===== src/rtl/vcg_pkg.sv =====
package vcg_pkg;
  typedef struct packed {
    logic up;
    logic dn;
    logic off;
  } clamp_cmd_t;

  localparam clamp_cmd_t CMD_IDLE = '{up: 1'b0, dn: 1'b0, off: 1'b1};
endpackage


===== src/rtl/vcg_clamp_cmp.sv =====
module vcg_clamp_cmp
  import vcg_pkg::*;
#(
  parameter int DW         = 8,
  parameter int LUMA_TGT   = 60,
  parameter int CHROMA_TGT = 128
) (
  input  logic          clk,
  input  logic          rst,
  input  logic [DW-1:0] smp,
  input  logic          vld,
  input  logic          win,
  input  logic          vblank,
  input  logic          chroma_sel,
  output clamp_cmd_t    cmd
);
  localparam logic [DW-1:0] L_TGT = DW'(LUMA_TGT);
  localparam logic [DW-1:0] C_TGT = DW'(CHROMA_TGT);

  logic [DW-1:0] tgt;
  logic          active;

  assign tgt    = chroma_sel ? C_TGT : L_TGT;
  assign active = win & ~vblank;

  always_ff @(posedge clk) begin
    if (rst) begin
      cmd <= CMD_IDLE;
    end else begin
      cmd.off <= ~active;
      cmd.up  <= active & vld & (smp < tgt);
      cmd.dn  <= active & vld & (smp > tgt);
    end
  end
endmodule


===== src/rtl/vcg_sync_avg.sv =====
module vcg_sync_avg #(
  parameter int DW         = 8,
  parameter int LINES_LOG2 = 3
) (
  input  logic          clk,
  input  logic          rst,
  input  logic [DW-1:0] smp,
  input  logic          vld,
  input  logic          win,
  input  logic          vblank,
  output logic          upd,
  output logic [DW-1:0] avg
);
  localparam int SW = DW + LINES_LOG2;
  localparam logic [LINES_LOG2-1:0] LAST = {LINES_LOG2{1'b1}};

  logic                  win_d;
  logic                  seen;
  logic [DW-1:0]         line_min;
  logic [SW-1:0]         sum;
  logic [SW-1:0]         sum_nxt;
  logic [LINES_LOG2-1:0] cnt;
  logic                  close;

  assign close   = win_d & ~win;
  assign sum_nxt = sum + SW'(line_min);

  always_ff @(posedge clk) begin
    if (rst) begin
      win_d    <= 1'b0;
      seen     <= 1'b0;
      line_min <= '1;
      sum      <= '0;
      cnt      <= '0;
      upd      <= 1'b0;
      avg      <= '0;
    end else begin
      win_d <= win;
      upd   <= 1'b0;
      if (win && vld && !vblank) begin
        seen <= 1'b1;
        if (smp < line_min) line_min <= smp;
      end
      if (close) begin
        line_min <= '1;
        seen     <= 1'b0;
        if (seen && !vblank) begin
          if (cnt == LAST) begin
            avg <= sum_nxt[SW-1:LINES_LOG2];
            upd <= 1'b1;
            sum <= '0;
            cnt <= '0;
          end else begin
            sum <= sum_nxt;
            cnt <= cnt + 1'b1;
          end
        end
      end
    end
  end
endmodule


===== src/rtl/vcg_gain_reg.sv =====
module vcg_gain_reg #(
  parameter int DW        = 8,
  parameter int GW        = 9,
  parameter int SYNC_TGT  = 1,
  parameter int DEADBAND  = 1,
  parameter int FAST_STEP = 4,
  parameter int GAIN_INIT = 256
) (
  input  logic          clk,
  input  logic          rst,
  input  logic          ovl,
  input  logic          upd,
  input  logic [DW-1:0] avg,
  input  logic          vblank,
  output logic [GW-1:0] gain
);
  localparam logic [GW-1:0] GMAX = {GW{1'b1}};
  localparam logic [GW-1:0] STEP = GW'(FAST_STEP);
  localparam logic [DW:0]   HI   = (DW+1)'(SYNC_TGT + DEADBAND);
  localparam int            LO_I = SYNC_TGT - DEADBAND;

  logic too_high;
  logic too_low;

  assign too_high = {1'b0, avg} > HI;
  generate
    if (LO_I > 0) begin : g_lo
      assign too_low = {1'b0, avg} < (DW+1)'(LO_I);
    end else begin : g_nolo
      assign too_low = 1'b0;
    end
  endgenerate

  always_ff @(posedge clk) begin
    if (rst) begin
      gain <= GW'(GAIN_INIT);
    end else if (ovl) begin
      gain <= (gain >= STEP) ? gain - STEP : '0;
    end else if (upd && !vblank) begin
      if (too_high && gain != GMAX)      gain <= gain + 1'b1;
      else if (too_low && gain != '0)    gain <= gain - 1'b1;
    end
  end
endmodule


===== src/rtl/vclamp_gain_ctrl.sv =====
module vclamp_gain_ctrl
  import vcg_pkg::*;
#(
  parameter int DW         = 8,
  parameter int GW         = 9,
  parameter int LUMA_TGT   = 60,
  parameter int CHROMA_TGT = 128,
  parameter int SYNC_TGT   = 1,
  parameter int DEADBAND   = 1,
  parameter int PEAK_LVL   = 254,
  parameter int FAST_STEP  = 4,
  parameter int LINES_LOG2 = 3,
  parameter int GAIN_INIT  = 256
) (
  input  logic          clk,
  input  logic          rst,
  input  logic [DW-1:0] smp_i,
  input  logic          smp_vld_i,
  input  logic          clamp_win_i,
  input  logic          sync_win_i,
  input  logic          vblank_i,
  input  logic          chroma_sel_i,
  output logic          clamp_up_o,
  output logic          clamp_dn_o,
  output logic          clamp_off_o,
  output logic [GW-1:0] gain_o
);
  localparam logic [DW-1:0] PEAK = DW'(PEAK_LVL);

  clamp_cmd_t    cmd;
  logic          ovl;
  logic          upd;
  logic [DW-1:0] avg;

  assign ovl = smp_vld_i & (smp_i >= PEAK) & ~clamp_win_i & ~sync_win_i & ~vblank_i;

  vcg_clamp_cmp #(.DW(DW), .LUMA_TGT(LUMA_TGT), .CHROMA_TGT(CHROMA_TGT)) u_clamp (
    .clk(clk), .rst(rst), .smp(smp_i), .vld(smp_vld_i), .win(clamp_win_i),
    .vblank(vblank_i), .chroma_sel(chroma_sel_i), .cmd(cmd)
  );

  vcg_sync_avg #(.DW(DW), .LINES_LOG2(LINES_LOG2)) u_sync (
    .clk(clk), .rst(rst), .smp(smp_i), .vld(smp_vld_i), .win(sync_win_i),
    .vblank(vblank_i), .upd(upd), .avg(avg)
  );

  vcg_gain_reg #(.DW(DW), .GW(GW), .SYNC_TGT(SYNC_TGT), .DEADBAND(DEADBAND),
                 .FAST_STEP(FAST_STEP), .GAIN_INIT(GAIN_INIT)) u_gain (
    .clk(clk), .rst(rst), .ovl(ovl), .upd(upd), .avg(avg),
    .vblank(vblank_i), .gain(gain_o)
  );

  assign clamp_up_o  = cmd.up;
  assign clamp_dn_o  = cmd.dn;
  assign clamp_off_o = cmd.off;
endmodule


===== config.mk =====
export PLATFORM = sky130hd
export DESIGN_NAME = vclamp_gain_ctrl
export DESIGN_NICKNAME = d
export VERILOG_FILES = /design/src/rtl/vcg_pkg.sv /design/src/rtl/vcg_clamp_cmp.sv /design/src/rtl/vcg_sync_avg.sv /design/src/rtl/vcg_gain_reg.sv /design/src/rtl/vclamp_gain_ctrl.sv
export SDC_FILE = /design/constraint.sdc
export NUM_CORES = 1
export LEC_CHECK = 0
export CAP_MARGIN = 20
export CORE_UTILIZATION = 32
export CTS_CLUSTER_DIAMETER = 100
export DETAILED_ROUTE_END_ITERATION = 12
export GPL_ROUTABILITY_DRIVEN = 0
export PLACE_DENSITY = 0.49
export RECOVER_POWER = 50
export SYNTH_ARGS = -nofsm -noshare
export SYNTH_HDL_FRONTEND = slang
export SYNTH_SLANG_ARGS = --single-unit

===== constraint.sdc =====
create_clock -name clk -period 1.8 [get_ports clk]
set_input_delay 0.27 -clock clk [delete_from_list [all_inputs] [get_ports clk]]
set_output_delay 0.27 -clock clk [all_outputs]
set_load 0.02 [all_outputs]

==> results of run 1 <==
per-stage QoR:
step | instances | hold WS (ns) | worst slack [ns] | TNS [ns] | total power [mW]
CTS | 540 | 0.459 | -0.100 | -0.431 | 2.09
global placement | 529 | 0.445 | -0.292 | -6.52 | 1.29
finish | 541 | 0.423 | -0.116 | -0.748 | 2.08
floorplan | 337 | 0.332 | -0.0301 | -0.0443 | 1.16
global route | 541 | 0.455 | -0.181 | -2.70 | 2.18
detailed placement | 529 | 0.446 | -0.339 | -7.05 | 1.30
metal layers:
metal	global-route usage	routed length, µm	up-vias
met5	0	0	-
met1	0.229	3760	1274
met3	0.0292	246	7
met2	0.291	3730	41
met4	0.0435	78	0
li1	-	-	1417
flip-flops by register name (all words and copies together), names as in the netlist:
signal           count
u_sync.line_min      8
u_gain.gain          9
u_sync.sum          11
u_sync.seen          1
u_clamp.cmd          3
u_sync.upd           1
u_sync.cnt           3
u_sync.avg           8
u_sync.win_d         1
kinds of logic after synthesis:
kind of cell             after synthesis  synth area share
AO/OA/AOI/OAI                         81             0.201
XOR/XNOR                               8            0.0247
adder cells (fa/ha/maj)               29             0.131
buffers and inverters                 36            0.0521
flip-flops                            45             0.318
multiplexers                           8            0.0282
AND/OR/NAND/NOR                      130             0.246
repair_timing:
item / 4_1_cts / 5_1_grt
setup buffers: 3 / 1
gates resized for setup: 30 / 53
setup endpoints to repair: 18 / 30
pin swaps: 14 / 27
power by group:
part	leakage, nW	internal (mW)	switching (mW)
Clock	0.0556	0.396	0.376
Combinational	1.37	0.155	0.148
Sequential	0.368	0.999	0.0104
Total	1.80	1.55	0.534
cells in the final DEF, fill, tap and decap left out, types with 4 or more instances in the layout:
cell,netlist,final
clkdlybuf4s50_1,0,16
ha_1,28,17
mux2i_1,8,8
o21ai_1,0,8
clkbuf_1,9,4
nand2_1,28,28
a21oi_1,24,15
nor3_1,12,10
buf_4,0,70
a21oi_2,0,8
inv_1,20,17
nor2_1,37,34
dfxtp_1,45,29
dlygate4sd3_1,0,7
dfxtp_2,0,10
and3_1,6,4
nor2_4,0,4
buf_6,1,5
xnor2_1,6,4
a211oi_2,2,4
nand3_1,14,12
a31oi_1,6,6
clkbuf_8,0,6
dfxtp_4,0,6
ha_4,0,10
a211oi_1,7,4
a21o_1,7,7
worst max-delay path by stage:
stage                                    startpoint                          end  slack (ns)  cells past startpoint
floorplan               u_gain.gain[3]$_SDFFE_PP0P_  u_gain.gain[7]$_SDFFE_PP0P_       -0.03                      8
global placement                        clamp_win_i  u_gain.gain[7]$_SDFFE_PP0P_       -0.29                      5
detailed placement                      clamp_win_i  u_gain.gain[7]$_SDFFE_PP0P_       -0.34                      5
CTS                 u_sync.line_min[0]$_SDFFE_PP1P_   u_sync.avg[7]$_SDFFE_PP0P_       -0.10                      7
global route        u_sync.line_min[0]$_SDFFE_PP1P_   u_sync.avg[7]$_SDFFE_PP0P_       -0.18                      7
finish              u_sync.line_min[0]$_SDFFE_PP1P_   u_sync.avg[3]$_SDFFE_PP0P_       -0.12                      7
layout make-up:
type | instances | area share
clock buffers | 7 | 0.0251
clock inverters | 1 | 0.00175
inverters | 20 | 0.0181
multi-input cells | 256 | 0.504
flip-flops and latches | 45 | 0.218
well taps | 105 | 0.0307
repair buffers | 107 | 0.202
worst max-delay path, stage by stage (launching register included):
cell and delay (ns):
dfxtp_2 0.35, ha_4 0.16, fa_2 0.37, a211oi_4 0.26
o21bai_4 0.11, a21oi_2 0.20, xor2_2 0.26, o31ai_2 0.09
==> run metrics, run 1 <==
status=complete, but fails checks; failing checks=setup timing; Core Region=around 8400 µm²; Synth Flop Type=dfxtp_1; Rows=33; fmax=0.522 GHz; worst reg-to-reg setup slack=-0.12 ns; Synth cell types=between 50 and 60; flops & latches, synth=45; final setup vio count=13; Reg clk slew, reported paths=about 0.09 ns; CP arrival=~2.1 ns; total grt overflow=0; fillcell total=767; share of cells above drive strength 1=0.390; # Max-Cap Violations=0; required time worst endpoint=1.99 ns; Die Y=96.2 µm; post-route cell area=4280 µm²; # diodes=0; hold buffers post-CTS=0; Skew-Pair Late Insertion Delay=0.30 ns; Die Span X=96.2 µm; Post-synth ARST share=0; Worst Setup Start Kind=flop; I/O Pins=27; total clock sinks=45; reg-to-reg endpoint=u_sync.avg[3]$_SDFFE_PP0P_; RSZ-0062 raised after global routing=yes; critical path capture point type=flop; min cycle time layout=1.92 ns; Hold Path Sink=u_sync.line_min[1]$_SDFFE_PP1P_; Post-synth EDFFs=0; port bufs=26; largest net degree at the start of global routing=18; Post-Syn Area=2840 µm²; HP Class=primary input to flop; initial antenna violation count=0; gr usage total=0.173; instance area at placement=3810 µm²; most area-hungry cell type in the Yosys netlist=dfxtp_1; Crit Path Class=flop to flop; number of global-route vias before repair=~2.7k; top cell type's share of synthesized area=0.318; CTS tree=done; Max IR drop VDD=316 µV; syn_nets=381; Iteration-0 DRC Markers=93; Slew Limit Fails=0; fin worst setup slack=-0.116 ns; count leader, synth=dfxtp_1; first-pass GRT wire length=12,400 µm; power density cells=487 nW/µm²; Reg area=between 900 and 1000 µm²; leak pwr=1.80 nW; drc violations=0; via count=2,739; top post-synthesis cells by area=dfxtp_1 32%, ha_1 12%, nor2_1 4.9%; Avg WL per Cell=14.4 µm; drt first pass iters=4; Num CTS Buffers=5; critical path fanouts, max=3; skew final=0.00451 ns; NumNets Final=~480; Hold Path Origin=smp_i[1]; top cells by count, synth=45 x dfxtp_1, 37 x nor2_1, 28 x ha_1, 28 x nand2_1, 24 x a21oi_1; yosys warns=0; cells on worst reg2reg path=7; htree depth=2; register area share after synthesis=0.318; reg-to-reg startpoint=u_sync.line_min[0]$_SDFFE_PP1P_; Post-Synthesis Cells=337; DRT Wirelength=between 7000 and 8000 µm; fin util=0.511; Mean Syn Cell Area=8.42 µm²; die area=9240 µm²; antenna viol nets, final=0; Syn-to-layout area delta=51.0%; Vias/cell=5.06; DP HPWL=5790 µm; Slew @ Worst Pin=0.513 ns; clk buf depth=2; ratio of final minimum period to clock period=1.06; Final Hold Viols=0; CTS Root Cell=clkbuf_8; hold path depth=4; Starting Density=0.338; slew margin rel.=0.658; area occupied by multi-input gates=between 2000 and 2500 µm²
No activity file was read; power rests on OpenSTA's default activity.
==> run 2: changes to the inputs <==
--- a/config.mk
+++ b/config.mk
@@ -6,6 +6,7 @@
 export NUM_CORES = 1
 export LEC_CHECK = 0
 export CAP_MARGIN = 20
+export CORE_MARGIN = 2
 export CORE_UTILIZATION = 32
 export CTS_CLUSTER_DIAMETER = 100
 export DETAILED_ROUTE_END_ITERATION = 12
==> run 2 against run 1 <==
- cell area increased by 0.32%
- wire length decreased by 1.9%
- sequential share of layout area decreased by 0.070 points
- the flow still finishes with violations (setup timing)
- count of clock-buffer cells in the layout decreased by 1
- worst setup slack improved by 0.052 ns
- critical path type unchanged
==> run metrics, run 2 (same netlist as run 1, synthesis figures left out) <==
Num CTS Buffers=5 (unchanged); # diodes=0 (unchanged); CTS tree=done; Reg clk slew, reported paths=0.09 ns (about the same); reg-to-reg startpoint=u_sync.line_min[0]$_SDFFE_PP1P_; most frequent cells in the layout=65 x buf_4, 34 x nor2_1, 29 x dfxtp_1; largest net degree at the start of global routing=25 (+7); Slew @ Worst Pin=0.507 ns (-0.00642 ns); Die Y=98.2 µm (+2.1%); fin worst setup slack=-0.0636 ns (+0.0522 ns); HP Class=flop to flop; RSZ-0062 raised after global routing=yes; critical path fanouts, max=7 (+4); drt first pass iters=4 (unchanged); critical path capture point type=flop; commonest non-fill, non-tap cell in the layout=buf_4; Rows=34 (+3.0%); I/O Pins=27 (unchanged); first-pass GRT wire length=12,700 µm (+2.5%); total grt overflow=0 (unchanged); skew final=0.00970 ns (+0.00520 ns); NumNets Final=475 (-0.84%); leak pwr=1.80 nW (+0.26%); fmax=0.537 GHz (+2.8%); total power=1.98 mW (-5.1%); final setup vio count=9 (-4); max reg flops=11 (unchanged); gr usage total=0.158 (-0.0153); fillcell total=873 (+14%); crit-path cells=ha_4, fa_2, a211oi_4, o21bai_4, a21oi_4, o21ai_1, a311oi_1; fin util=0.495 (-0.0159); Skew-Pair Late Insertion Delay=0.30 ns (about the same); Top reg by flops=u_sync.sum; total clock sinks=45 (unchanged); Starting Density=0.327 (-0.0116); min cycle time layout=1.86 ns (-0.0522 ns); Vias/cell=5.10 (+0.77%); failing checks=setup timing; Slew Limit Fails=0 (unchanged); required time worst endpoint=2.01 ns (+0.02 ns); Crit. Startpoint=u_sync.line_min[0]$_SDFFE_PP1P_; status=complete, but fails checks; max incr delay on CP=0.36 ns (about the same); ratio of final minimum period to clock period=1.04 (-0.0290); Core Region=8680 µm² (+3.5%); port bufs=26 (unchanged); Largest regs=u_sync.sum: 11 flops, u_gain.gain: 9 flops; Hold Path Origin=u_sync.avg[0]$_SDFFE_PP0P_; initial antenna violation count=0 (unchanged); Crit Path Class=flop to flop; DP HPWL=5680 µm (-1.9%); slowest CP cell=fa_2; Final Hold Viols=0 (unchanged); antenna viol nets, final=0 (unchanged); number of global-route vias before repair=2,767 (+3.4%); via count=2,755 (+0.58%); Max IR drop VDD=275 µV (-13%); Iteration-0 DRC Markers=99 (+6.5%); DRT Wirelength=7660 µm (-1.9%); # Max-Cap Violations=0 (unchanged); Avg WL per Cell=14.2 µm (-1.8%); Worst Setup Start Kind=flop; share of cells above drive strength 1=0.377 (-0.0126); clk buf depth=2 (unchanged); power density cells=460 nW/µm² (-5.4%); slew margin rel.=0.662 (+0.00428); die area=9630 µm² (+4.2%); Syn-to-layout area delta=51.5%; CTS Root Cell=clkbuf_8; drc violations=0 (unchanged); Die Span X=98.2 µm (+2.1%); CP arrival=2.08 ns (-0.03 ns); htree depth=2 (unchanged)
-- run 2: worst max-delay path, delay by kind of cell (launching register included) --
family,cells,cell delay (ns)
AOI/OAI and AO/OA,5,0.91
adders and majority gates,2,0.52
DFF,1,0.34
-- run 2: final cells by class --
cell class / instances / area, µm² / area share
clock inverter: 2 / 8.76 / 0.00204
multi-input combinational: 256 / 2160 / 0.503
sequential: 45 / 936 / 0.218
tap: 108 / 135 / 0.0314
timing repair buffer: 103 / 895 / 0.208
inverter: 20 / 77.6 / 0.0180
clock buffer: 6 / 82.6 / 0.0192
-- run 2: through the flow --
step | setup WS [ns] | instance area, µm² | TNS [ns] | cells | hold WS, ns
after floorplan | -0.0301 | 2930 | -0.0443 | 337 | 0.332
after global placement | -0.289 | 3800 | -5.85 | 525 | 0.446
after detailed placement | -0.369 | 3800 | -6.65 | 525 | 0.448
after CTS | -0.0996 | 3990 | -0.613 | 534 | 0.461
after global routing | -0.133 | 4300 | -1.35 | 540 | 0.479
final | -0.0636 | 4300 | -0.204 | 540 | 0.458
-- run 2: report_power, final --
| part | switching [mW] | internal [mW] | total (mW) |
|---|---|---|---|
| Clock | 0.354 | 0.305 | 0.659 |
| Combinational | 0.148 | 0.162 | 0.310 |
| Sequential | 0.0106 | 0.998 | 1.01 |
| Total | 0.513 | 1.47 | 1.98 |
-- run 2: final timing paths --
kind,to,slack (ns),cells past startpoint
worst max-delay path,u_sync.avg[7]$_SDFFE_PP0P_,-0.06,7
worst min-delay path,u_sync.avg[0]$_SDFFE_PP0P_,0.46,2
worst max register to register,u_sync.avg[7]$_SDFFE_PP0P_,-0.06,7
worst min register to register,u_sync.avg[0]$_SDFFE_PP0P_,0.46,2
-- run 2: per-layer routing --
metal / share of wire / track usage
met5: 0 / 0
met3: 0.023 / 0.0258
met4: 0.012 / 0.0400
met1: 0.48 / 0.208
met2: 0.48 / 0.271
-- run 2: what timing repair did --
item | in CTS | in global routing
hold buffers | 0 | 0
setup endpoints to repair | 26 | 32
pin swaps | 12 | 31
cloned | 0 | 0
resized for setup | 19 | 61
buffers inserted | 1 | 6
